==> config.mk <==
export PLATFORM = sky130hd
export DESIGN_NAME = ctrbank_top
export DESIGN_NICKNAME = d
export VERILOG_FILES = /design/src/rtl/ctrbank_pkg.sv /design/src/rtl/ctrbank_decode.sv /design/src/rtl/ctrbank_slice.sv /design/src/rtl/ctrbank_top.sv
export SDC_FILE = /design/constraint.sdc
export NUM_CORES = 2
export LEC_CHECK = 0
export BUFFER_PORTS_ARGS = -buffer_cell sky130_fd_sc_hd__buf_2
export CORE_MARGIN = 2
export CORE_UTILIZATION = 39
export CTS_CLUSTER_DIAMETER = 30
export DETAILED_ROUTE_END_ITERATION = 7
export PLACE_DENSITY = 0.63
export RECOVER_POWER = 50
export SYNTH_ARGS = -nofsm -noshare
export SYNTH_HDL_FRONTEND = slang
export SYNTH_SLANG_ARGS = --single-unit
==> constraint.sdc <==
create_clock -name clk -period 4.7 [get_ports clk]
set_input_delay 0.47 -clock clk [delete_from_list [all_inputs] [get_ports clk]]
set_output_delay 0.47 -clock clk [all_outputs]
set_load 0.03 [all_outputs]
==> src/rtl/ctrbank_pkg.sv <==
package ctrbank_pkg;
    localparam int WORD_W = 32;
    localparam int SUB_W  = 9;
    localparam int HI_W   = WORD_W - 1;
    localparam int LO_W   = WORD_W - SUB_W;
    localparam int CNT_W  = HI_W + LO_W;
    localparam int LIM_W  = WORD_W - 1 - SUB_W;
    localparam int REG_W  = 3;

    typedef enum logic [1:0] {
        TS_COUNTER   = 2'd0,
        TS_USER_RUN  = 2'd1,
        TS_USER_HALT = 2'd2
    } tstate_e;

    localparam logic [REG_W-1:0] RG_HIGH  = 3'd0;
    localparam logic [REG_W-1:0] RG_LOW   = 3'd1;
    localparam logic [REG_W-1:0] RG_LIMNR = 3'd2;
    localparam logic [REG_W-1:0] RG_RUN   = 3'd3;
    localparam logic [REG_W-1:0] RG_MODE  = 3'd4;
endpackage

==> src/rtl/ctrbank_decode.sv <==
module ctrbank_decode
    import ctrbank_pkg::*;
#(
    parameter int NCPU  = 4,
    parameter int WIN_W = 3
) (
    input  logic                         bus_wr_i,
    input  logic                         bus_rd_i,
    input  logic [WIN_W-1:0]             bus_win_i,
    input  logic [REG_W-1:0]             bus_reg_i,
    input  logic [NCPU:0][WORD_W-1:0]    slice_rdata_i,
    input  logic [NCPU:0]                user_all_i,
    output logic [NCPU:0]                wr_hit_o,
    output logic [NCPU:0]                rd_hit_o,
    output logic                         mode_wr_o,
    output logic [WORD_W-1:0]            rdata_o
);
    logic win_ok;
    assign win_ok = int'(bus_win_i) <= NCPU;

    for (genvar g = 0; g <= NCPU; g++) begin : g_hit
        assign wr_hit_o[g] = bus_wr_i && (bus_win_i == WIN_W'(g));
        assign rd_hit_o[g] = bus_rd_i && (bus_win_i == WIN_W'(g));
    end

    assign mode_wr_o = bus_wr_i && (bus_win_i == '0) && (bus_reg_i == RG_MODE);

    always_comb begin
        rdata_o = '0;
        if ((bus_win_i == '0) && (bus_reg_i == RG_MODE))
            rdata_o = WORD_W'(user_all_i >> 1);
        else if (win_ok)
            rdata_o = slice_rdata_i[bus_win_i];
    end
endmodule

==> src/rtl/ctrbank_slice.sv <==
module ctrbank_slice
    import ctrbank_pkg::*;
#(
    parameter bit IS_SYS = 1'b0
) (
    input  logic               clk,
    input  logic               rst_n,
    input  logic               tick,
    input  logic               wr_i,
    input  logic               rd_i,
    input  logic [REG_W-1:0]   reg_i,
    input  logic [WORD_W-1:0]  wdata_i,
    input  logic               mode_wr_i,
    input  logic               mode_val_i,
    output logic [WORD_W-1:0]  rdata_o,
    output logic               irq_o,
    output logic               user_o
);
    tstate_e            state_q, state_d;
    logic               run_q, run_d;
    logic [LIM_W-1:0]   lim_q, lim_d;
    logic [CNT_W-1:0]   cnt_q, cnt_d;
    logic               reached_q, reached_d;
    logic               irq_q, irq_d;
    logic               is_user, counting, enter_user;
    logic [LIM_W-1:0]   ctr_next;

    assign is_user  = (state_q != TS_COUNTER);
    assign counting = (state_q == TS_COUNTER) || (state_q == TS_USER_RUN);
    assign ctr_next = cnt_q[LIM_W-1:0] + LIM_W'(1);

    // state transitions
    always_comb begin
        state_d = state_q;
        unique case (state_q)
            TS_COUNTER: begin
                if (mode_wr_i && mode_val_i)
                    state_d = run_q ? TS_USER_RUN : TS_USER_HALT;     // enter_user_run / enter_user_halt
            end
            TS_USER_RUN: begin
                if (mode_wr_i && !mode_val_i)
                    state_d = TS_COUNTER;                             // leave_user
                else if (wr_i && reg_i == RG_RUN && !wdata_i[0])
                    state_d = TS_USER_HALT;                           // stop
            end
            TS_USER_HALT: begin
                if (mode_wr_i && !mode_val_i)
                    state_d = TS_COUNTER;                             // leave_user
                else if (wr_i && reg_i == RG_RUN && wdata_i[0])
                    state_d = TS_USER_RUN;                            // start
            end
            default: state_d = TS_COUNTER;
        endcase
    end

    assign enter_user = (state_q == TS_COUNTER) && (state_d != TS_COUNTER);

    // state register
    always_ff @(posedge clk or negedge rst_n) begin
        if (!rst_n) state_q <= TS_COUNTER;
        else        state_q <= state_d;
    end

    // datapath next values
    always_comb begin
        cnt_d     = cnt_q;
        lim_d     = lim_q;
        reached_d = reached_q;
        irq_d     = irq_q;
        run_d     = run_q;

        if (rd_i && reg_i == RG_HIGH && !is_user) begin
            reached_d = 1'b0;
            irq_d     = 1'b0;
        end

        if (tick && counting) begin
            if (is_user) begin
                if (&cnt_q) begin
                    cnt_d     = '0;
                    reached_d = 1'b1;
                end else begin
                    cnt_d = cnt_q + CNT_W'(1);
                end
            end else if (lim_q != '0 && ctr_next == lim_q) begin
                cnt_d     = '0;
                reached_d = 1'b1;
                irq_d     = 1'b1;
            end else begin
                cnt_d = CNT_W'(ctr_next);
            end
        end

        if (enter_user) begin
            irq_d = 1'b0;
            lim_d = '1;
        end

        if (wr_i) begin
            unique case (reg_i)
                RG_HIGH: begin
                    if (is_user) begin
                        cnt_d     = {wdata_i[HI_W-1:0], cnt_q[LO_W-1:0]};
                        reached_d = 1'b0;
                    end else begin
                        lim_d     = wdata_i[WORD_W-2:SUB_W];
                        cnt_d     = '0;
                        reached_d = 1'b0;
                        irq_d     = 1'b0;
                    end
                end
                RG_LOW: begin
                    if (is_user) begin
                        cnt_d     = {cnt_q[CNT_W-1:LO_W], wdata_i[WORD_W-1:SUB_W]};
                        reached_d = 1'b0;
                    end
                end
                RG_LIMNR: lim_d = wdata_i[WORD_W-2:SUB_W];
                RG_RUN: begin
                    if (!IS_SYS) run_d = wdata_i[0];
                end
                default: ;
            endcase
        end
    end

    always_ff @(posedge clk or negedge rst_n) begin
        if (!rst_n) begin
            cnt_q     <= '0;
            lim_q     <= '0;
            reached_q <= 1'b0;
            irq_q     <= 1'b0;
            run_q     <= 1'b1;
        end else begin
            cnt_q     <= cnt_d;
            lim_q     <= lim_d;
            reached_q <= reached_d;
            irq_q     <= irq_d;
            run_q     <= run_d;
        end
    end

    // outputs
    always_comb begin
        rdata_o = '0;
        unique case (reg_i)
            RG_HIGH:  rdata_o = is_user ? {reached_q, cnt_q[CNT_W-1:LO_W]}
                                        : {1'b0, lim_q, {SUB_W{1'b0}}};
            RG_LOW:   rdata_o = is_user ? {cnt_q[LO_W-1:0], {SUB_W{1'b0}}}
                                        : {reached_q, cnt_q[LIM_W-1:0], {SUB_W{1'b0}}};
            RG_RUN:   rdata_o = IS_SYS ? '0 : {{(WORD_W-1){1'b0}}, run_q};
            default:  rdata_o = '0;
        endcase
    end

    assign irq_o  = irq_q;
    assign user_o = is_user;

    AST_USER_QUIET: assert property (@(posedge clk) disable iff (!rst_n) is_user |-> !irq_o);
    AST_RUN_MATCH: assert property (@(posedge clk) disable iff (!rst_n) (state_q == TS_USER_RUN) |-> run_q);
    AST_HALT_MATCH: assert property (@(posedge clk) disable iff (!rst_n) (state_q == TS_USER_HALT) |-> !run_q);
    AST_HALT_HOLDS: assert property (@(posedge clk) disable iff (!rst_n)
        (state_q == TS_USER_HALT && !wr_i && !mode_wr_i) |=> $stable(cnt_q));
    AST_USER_STEP: assert property (@(posedge clk) disable iff (!rst_n)
        (state_q == TS_USER_RUN && tick && !wr_i && !mode_wr_i && !(&cnt_q))
        |=> (cnt_q == $past(cnt_q) + CNT_W'(1)));
    AST_USER_WRAP: assert property (@(posedge clk) disable iff (!rst_n)
        (state_q == TS_USER_RUN && tick && !wr_i && !mode_wr_i && (&cnt_q))
        |=> (cnt_q == '0 && reached_q));
    AST_ENTER_USER: assert property (@(posedge clk) disable iff (!rst_n)
        (state_q == TS_COUNTER && mode_wr_i && mode_val_i) |=> (!irq_o && (&lim_q)));
    AST_LEAVE_USER: assert property (@(posedge clk) disable iff (!rst_n)
        (is_user && mode_wr_i && !mode_val_i) |=> (state_q == TS_COUNTER));
endmodule

==> src/rtl/ctrbank_top.sv <==
module ctrbank_top
    import ctrbank_pkg::*;
#(
    parameter  int NCPU  = 4,
    localparam int WIN_W = $clog2(NCPU + 1)
) (
    input  logic               clk,
    input  logic               rst_n,
    input  logic               tick,
    input  logic               bus_wr,
    input  logic               bus_rd,
    input  logic [WIN_W-1:0]   bus_win,
    input  logic [REG_W-1:0]   bus_reg,
    input  logic [WORD_W-1:0]  bus_wdata,
    output logic [WORD_W-1:0]  bus_rdata,
    output logic [NCPU:0]      irq
);
    logic [NCPU:0]              wr_hit, rd_hit, user_all;
    logic [NCPU:0][WORD_W-1:0]  slice_rdata;
    logic                       mode_wr;

    ctrbank_decode #(.NCPU(NCPU), .WIN_W(WIN_W)) u_decode (
        .bus_wr_i      (bus_wr),
        .bus_rd_i      (bus_rd),
        .bus_win_i     (bus_win),
        .bus_reg_i     (bus_reg),
        .slice_rdata_i (slice_rdata),
        .user_all_i    (user_all),
        .wr_hit_o      (wr_hit),
        .rd_hit_o      (rd_hit),
        .mode_wr_o     (mode_wr),
        .rdata_o       (bus_rdata)
    );

    for (genvar g = 0; g <= NCPU; g++) begin : g_tmr
        if (g == 0) begin : g_sys
            ctrbank_slice #(.IS_SYS(1'b1)) u_slice (
                .clk        (clk),
                .rst_n      (rst_n),
                .tick       (tick),
                .wr_i       (wr_hit[g]),
                .rd_i       (rd_hit[g]),
                .reg_i      (bus_reg),
                .wdata_i    (bus_wdata),
                .mode_wr_i  (1'b0),
                .mode_val_i (1'b0),
                .rdata_o    (slice_rdata[g]),
                .irq_o      (irq[g]),
                .user_o     (user_all[g])
            );
        end else begin : g_cpu
            ctrbank_slice #(.IS_SYS(1'b0)) u_slice (
                .clk        (clk),
                .rst_n      (rst_n),
                .tick       (tick),
                .wr_i       (wr_hit[g]),
                .rd_i       (rd_hit[g]),
                .reg_i      (bus_reg),
                .wdata_i    (bus_wdata),
                .mode_wr_i  (mode_wr),
                .mode_val_i (bus_wdata[g-1]),
                .rdata_o    (slice_rdata[g]),
                .irq_o      (irq[g]),
                .user_o     (user_all[g])
            );
        end
    end

    AST_MODE_WIN_ONLY: assert property (@(posedge clk) disable iff (!rst_n)
        (bus_wr && bus_win != '0 && bus_reg == RG_MODE) |=> $stable(user_all));
    AST_SYS_NEVER_USER: assert property (@(posedge clk) disable iff (!rst_n)
        bus_wr |=> !user_all[0]);
endmodule

-- After elaboration in Yosys (flattened, before gate mapping)
Index checks and enable logic that the tools add are counted.
- word-level logic and storage cells: 374
- input port bits: 43
- output and inout port bits: 37
- bits in registers: 404
- muxes and demuxes: 190
- reductions and logical operators: 105
- $lt $le $gt $ge: 2
- equality and inequality tests: 33
- add/sub/neg operators: 10
- operator list (kind ; count):
    $mux W54 ; 30
    $pmux W54 S2 ; 5
    $mux W22 ; 20
    $mux W32 ; 13
    $pmux W32 S3 ; 4
    $add A54 B1 Y54 const B ; 5
    $reduce_and A54 Y1 ; 5
    $pmux W22 S2 ; 5
    $add A22 B1 Y22 const B ; 5
    $eq A22 B22 Y1 ; 5
    $reduce_bool A22 Y1 ; 5
    $bmux W32 S3 ; 1
    $mux W1 ; 75
    $pmux W32 S2 ; 1
    $logic_and A1 B1 Y1 ; 60
    $mux W2 ; 26
    $ne A3 B3 Y1 const B ; 10
    $pmux W2 S3 ; 5
    $reduce_bool A2 Y1 ; 10
    $eq A3 B2 Y1 const B ; 4
    $eq A2 B1 Y1 const B ; 5
    $eq A2 B2 Y1 const B ; 5
    $logic_not A2 Y1 ; 5
    $pmux W1 S2 ; 5
    8 further kinds ; 26

-- Logic depth before layout (Yosys ltp)
- depth in word-level cells: 13
- mapped depth: 13
- mapped depth without buffers: 10

-- Hierarchy
A second synthesis with hierarchy kept.
- cell total of the unflattened synthesis: 4445
- area, all modules: 33489.6 um2
- by module, submodules not included (module ; instances ; area an instance (um2) ; sequential area each (um2) ; cells each):
    ctrbank_slice at g_tmr[1].g_cpu.u_slice ... ; 3 ; 6426.2 ; 2028.2 ; 861
    ctrbank_slice at g_tmr[0].g_sys.u_slice ; 1 ; 6698.9 ; 2001.9 ; 906
    ctrbank_slice at g_tmr[4].g_cpu.u_slice ; 1 ; 6281.0 ; 2028.2 ; 853
    ctrbank_decode ; 1 ; 1227.4 ; 0.0 ; 102
    ctrbank_top ; 1 ; 3.8 ; 0.0 ; 1

-- Least setup slack after synthesis
No wires, ideal clock.
- kind: reg-to-reg
- start: register g_tmr[4].g_cpu.u_slice.cnt_q[11]
- end: register g_tmr[4].g_cpu.u_slice.cnt_q[11]
- buffers on the path: 2
- arrival time: 3.406 ns
- stages on the path, launching flop included: 12
- library setup time: 0.130 ns
- data required time: 4.570 ns
- slack: 1.164 ns
- period minus slack after synthesis: 3.536 ns
- path through: dfrtp_1 -> clkbuf_1 -> and4_1 -> nand3_1 -> nor4_1 -> xnor2_1 -> o2111ai_1 -> a2111oi_1 -> a21oi_2 -> clkbuf_1 -> a22oi_1 -> o21ai_0
- word-level cells in the longest chain between the ends: 9
- elaborated cells between the ends (all ways): 12
- those cells by class: add/sub: 2; eq/ne: 1; mux: 7; reduce/logical: 2
- ends and longest elaborated chain (element ; RTL line ; source):
    from (decl) ; ctrbank_slice.sv:22 ; logic [CNT_W-1:0] cnt_q, cnt_d;
    from (signal assigned) ; ctrbank_slice.sv:135 ; cnt_q <= cnt_d;
    $add A22 B1 Y22 ; ctrbank_slice.sv:30 ; assign ctr_next = cnt_q[LIM_W-1:0] + LIM_W'(1);
    $eq A22 B22 Y1 ; ctrbank_slice.sv:85 ; end else if (lim_q != '0 && ctr_next == lim_q) begin
    $logic_and A1 B1 Y1 ; ctrbank_slice.sv:85 ;
    $mux W22 ; ctrbank_slice.sv:85 ;
    $mux W54 ; ctrbank_slice.sv:78 ; if (is_user) begin
    $mux W54 * ; ctrbank_slice.sv:77 ; if (tick && counting) begin
    $mux W54 ; ctrbank_slice.sv:113 ; if (is_user) begin
    $pmux W54 S2 ; ctrbank_slice.sv:100 ; unique case (reg_i)
    $mux W54 * ; ctrbank_slice.sv:99 ; if (wr_i) begin
Mark *: on every way between the ends. The rest lies on a longest branch, timed or not. The select of a mux whose other input is x is not followed.
A chain may end at the register's enable or synchronous reset.

-- Worst setup path in the final report
- start: register g_tmr[0].g_sys.u_slice.state_q[1]
- end: output bus_rdata[21]
- word-level cells in the longest chain between the ends: 7
- ends and longest elaborated chain (element ; RTL line ; source):
    from (decl) ; ctrbank_slice.sv:19 ; tstate_e state_q, state_d;
    from (signal assigned) ; ctrbank_slice.sv:61 ; else state_q <= state_d;
    $reduce_bool A2 Y1 ; ctrbank_slice.sv:28 ; assign is_user = (state_q != TS_COUNTER);
    $mux W32 ; ctrbank_slice.sv:147 ; RG_HIGH: rdata_o = is_user ? {reached_q, cnt_q[CNT_W-1:LO_W]}
    $pmux W32 S2 ; ctrbank_slice.sv:146 ; unique case (reg_i)
    $bmux W32 S3 ; ctrbank_decode.sv:33 ; rdata_o = slice_rdata_i[bus_win_i];
    $mux W32 (not written as such) ; ctrbank_decode.sv:33 ;
    $mux W32 ; ctrbank_decode.sv:32 ; else if (win_ok)
    $mux W32 ; ctrbank_decode.sv:30 ; if ((bus_win_i == '0) && (bus_reg_i == RG_MODE))
    to (decl) ; ctrbank_top.sv:15 ; output logic [WORD_W-1:0] bus_rdata,
No other way between the ends. The select of a mux whose other input is x is not followed.

==> impl_results.md <==
* Drt pass-1 iters at 8
* CTS buffer count at 121
* YS warnings at 0
* Post-CTS Setup Bufs at 0
* Most Crowded Layer GR: met2
* Largest net degree at the start of global routing at 136
* Core Footprint at 82100 um^2
* Initial Utilization at 0.394
* Setup violations, final at 0
* Post-synthesis register bit count at 404
* Pwr Density at 462 nW/um^2
* Initial antenna violation count at 10
* Gates resized, CTS repair at 0
* Vias at 37600
* Syn Std Cell Area at 32300 um^2
* Layout cells sized above 1 at 0.123
* Placer congestion estimate at 1.05
* Clock Latency Late Sink at 0.72 ns
* CP required at 4.23 ns
* Post-synthesis sequential area ratio at 0.313
* Hold-fix buffers, CTS at 1
* Vias in the first global route at 34300
* Rows at 105
* RSZ-0062 raised after global routing: false
* Final Hold Vio Count at 0
* Commonest non-fill, non-tap cell in the layout: nand2_1
* TritonCTS clock tree: yes
* EDFF count, synth at 0
* VDD IR-drop max at 0.395 mV
* Failing checks: max-capacitance violations, max-slew violations
* Final HPWL DP at 111000 um
* Syn Nets at 4451
* IO Pins at 80
* Synth Instances at 4403
* Netlist cell types at 89
* Fin Setup TNS at 0 ns
* CTS Buffer Depth at 3
* Overall routing resource usage at 0.368
* H-tree levels at 3
* Met3 Track Usage GR at 0.110
* Critical path arrival at 4.06 ns
* Lkg Pwr at 14.6 nW
* DIE HEIGHT at 292 um
* Min-delay worst type: primary input to flip-flop
* Crit path time final at 4.53 ns
* Met2 GRT Util at 0.517
* CTS sink count at 404
* Worst-path clk slew at 0.05 ns
* Max Fanout on Critical Path at 25
* Initial DRC Count at 5734
* Most frequent cells in the layout: nand2_1 (720), dfrtp_1 (400), a21oi_1 (387), o21ai_0 (323), nor2_1 (271)
* DR vias/cell at 6.83
* Slew Limit Fails at 48
* Clock root buffer: clkbuf_16
* Clock skew at 0.0469 ns
* Async set or reset register ratio after synthesis at 1.00
* Max Cap Viol at 1
* Chip width at 292 um
* Buffers added on ports at 79
* Wire per inst at 29.2 um
* Overflow after GRT at 0
* Tot Pwr at 17.6 mW
* Worst slew margin at -1.32
* First-pass GRT wire length at 237000 um
* CP startpoint kind: flip-flop
* P&R area growth vs syn at 18.1%
* R2R Setup Slk at 0.52 ns
* Total die area at 85200 um^2
* Mean post-synth cell area at 7.34 um^2
* Post-route DRC violation count at 0
* Tcrit/Tclk final at 0.963
* DRT antenna net count at 0
* Achievable Freq at 0.221 GHz
* Post-synth top flop: dfrtp_1
* Status: finished with violations
* Crit path capture type: output port
* Crit Path Class: flip-flop to output port
* Nets at 4377
* Routed wire length at 161000 um
* Worst slew pin tran at 3.48 ns
* GR Layer Usage met1 at 0.498
metal layers:
layer / wire length, um / up-vias
met5: 92 / -
met4: 10900 / 12
met3: 20900 / 580
met2: 65300 / 2698
met1: 63800 / 18100
li1: - / 16200
Yosys cell counts, types with 64 or more instances:
cell | count | share of area
nor2_1 | 280 | 0.033
nor3_1 | 140 | 0.022
clkbuf_1 | 354 | 0.041
a22oi_1 | 130 | 0.030
dfrtp_1 | 400 | 0.31
nand4_1 | 115 | 0.022
nand2_1 | 720 | 0.084
a211oi_1 | 64 | 0.015
and3_1 | 69 | 0.013
a21oi_1 | 387 | 0.060
xnor2_1 | 112 | 0.030
o21ai_0 | 325 | 0.050
nor4_1 | 92 | 0.018
xor2_1 | 69 | 0.019
nand3_1 | 264 | 0.041
worst max-delay path: stages, from the launching register on:
cell and delay [ns]:
dfrtp_1 0.45, nor2_4 0.69, mux2i_1 0.17, o21ai_0 0.53
a21oi_1 0.24, nor2_1 0.14, a21oi_1 0.09, o32ai_1 0.69
buf_2 0.33
sequential cells by signal, summed over array words and instances (netlist names):
register                       flops
g_tmr.g_sys.u_slice.cnt_q         54
g_tmr.g_sys.u_slice.state_q        2
g_tmr.g_cpu.u_slice.state_q        8
g_tmr.g_sys.u_slice.irq_o          1
g_tmr.g_cpu.u_slice.irq_o          4
g_tmr.g_sys.u_slice.lim_q         22
g_tmr.g_cpu.u_slice.lim_q         88
g_tmr.g_sys.u_slice.reached_q      1
g_tmr.g_cpu.u_slice.reached_q      4
g_tmr.g_cpu.u_slice.run_q          4
g_tmr.g_cpu.u_slice.cnt_q        216
path summary, 6_finish.rpt:
path / cells past startpoint / endpoint / start
setup reg to reg: 10 / g_tmr[2].g_cpu.u_slice.cnt_q[14]$_DFFE_PN0P_ / g_tmr[2].g_cpu.u_slice.cnt_q[0]$_DFFE_PN0P_
setup / recovery: 8 / bus_rdata[21] / g_tmr[0].g_sys.u_slice.state_q[1]$_DFF_PN0_
hold / removal: 3 / g_tmr[3].g_cpu.u_slice.cnt_q[30]$_DFFE_PN0P_ / bus_wdata[7]
hold reg to reg: 2 / g_tmr[3].g_cpu.u_slice.run_q$_DFFE_PN1N_ / g_tmr[3].g_cpu.u_slice.run_q$_DFFE_PN1N_
min in group asynchronous: 2 / g_tmr[0].g_sys.u_slice.cnt_q[7]$_DFFE_PN0P_ / rst_n
max in group asynchronous: 3 / g_tmr[1].g_cpu.u_slice.cnt_q[21]$_DFFE_PN0P_ / rst_n
power by group:
group / switching [mW] / internal, mW / total [mW]
registers: 1.26 / 4.00 / 5.26
logic: 2.01 / 1.24 / 3.25
clock network: 2.72 / 6.41 / 9.13
total: 5.99 / 11.7 / 17.6
cells by family after synthesis:
group / count (synthesis) / synth area share
adder cells (fa/ha/maj): 5 / 0.00194
multiplexers: 76 / 0.0255
XOR/XNOR: 182 / 0.0497
buffers and inverters: 481 / 0.0578
AO/OA/AOI/OAI: 1340 / 0.267
flip-flops: 404 / 0.313
AND/OR/NAND/NOR: 1915 / 0.285
through the flow:
stage	hold slack (ns)	util	area [um^2]	cells	worst slack [ns]
global placement	0.437	0.410	33600	5275	0.702
floorplan	0.174	-	32300	4403	1.16
finish	0.218	0.465	38200	5504	0.174
global route	0.207	0.465	38200	5501	0.132
detailed placement	0.436	0.410	33600	5275	0.664
CTS	0.176	0.465	38200	5501	0.458
cell type report:
class                   count  area (um^2)
fillers                  8119        43900
multi-input cells        3518        20500
flip-flops and latches    404        10100
clock buffers             146         3270
repair buffers            224         1490
well taps                1070         1340
clock inverters            79         1270
inverters                  60          225
diodes                      3         7.51
Power figures use the tool's default switching activity.
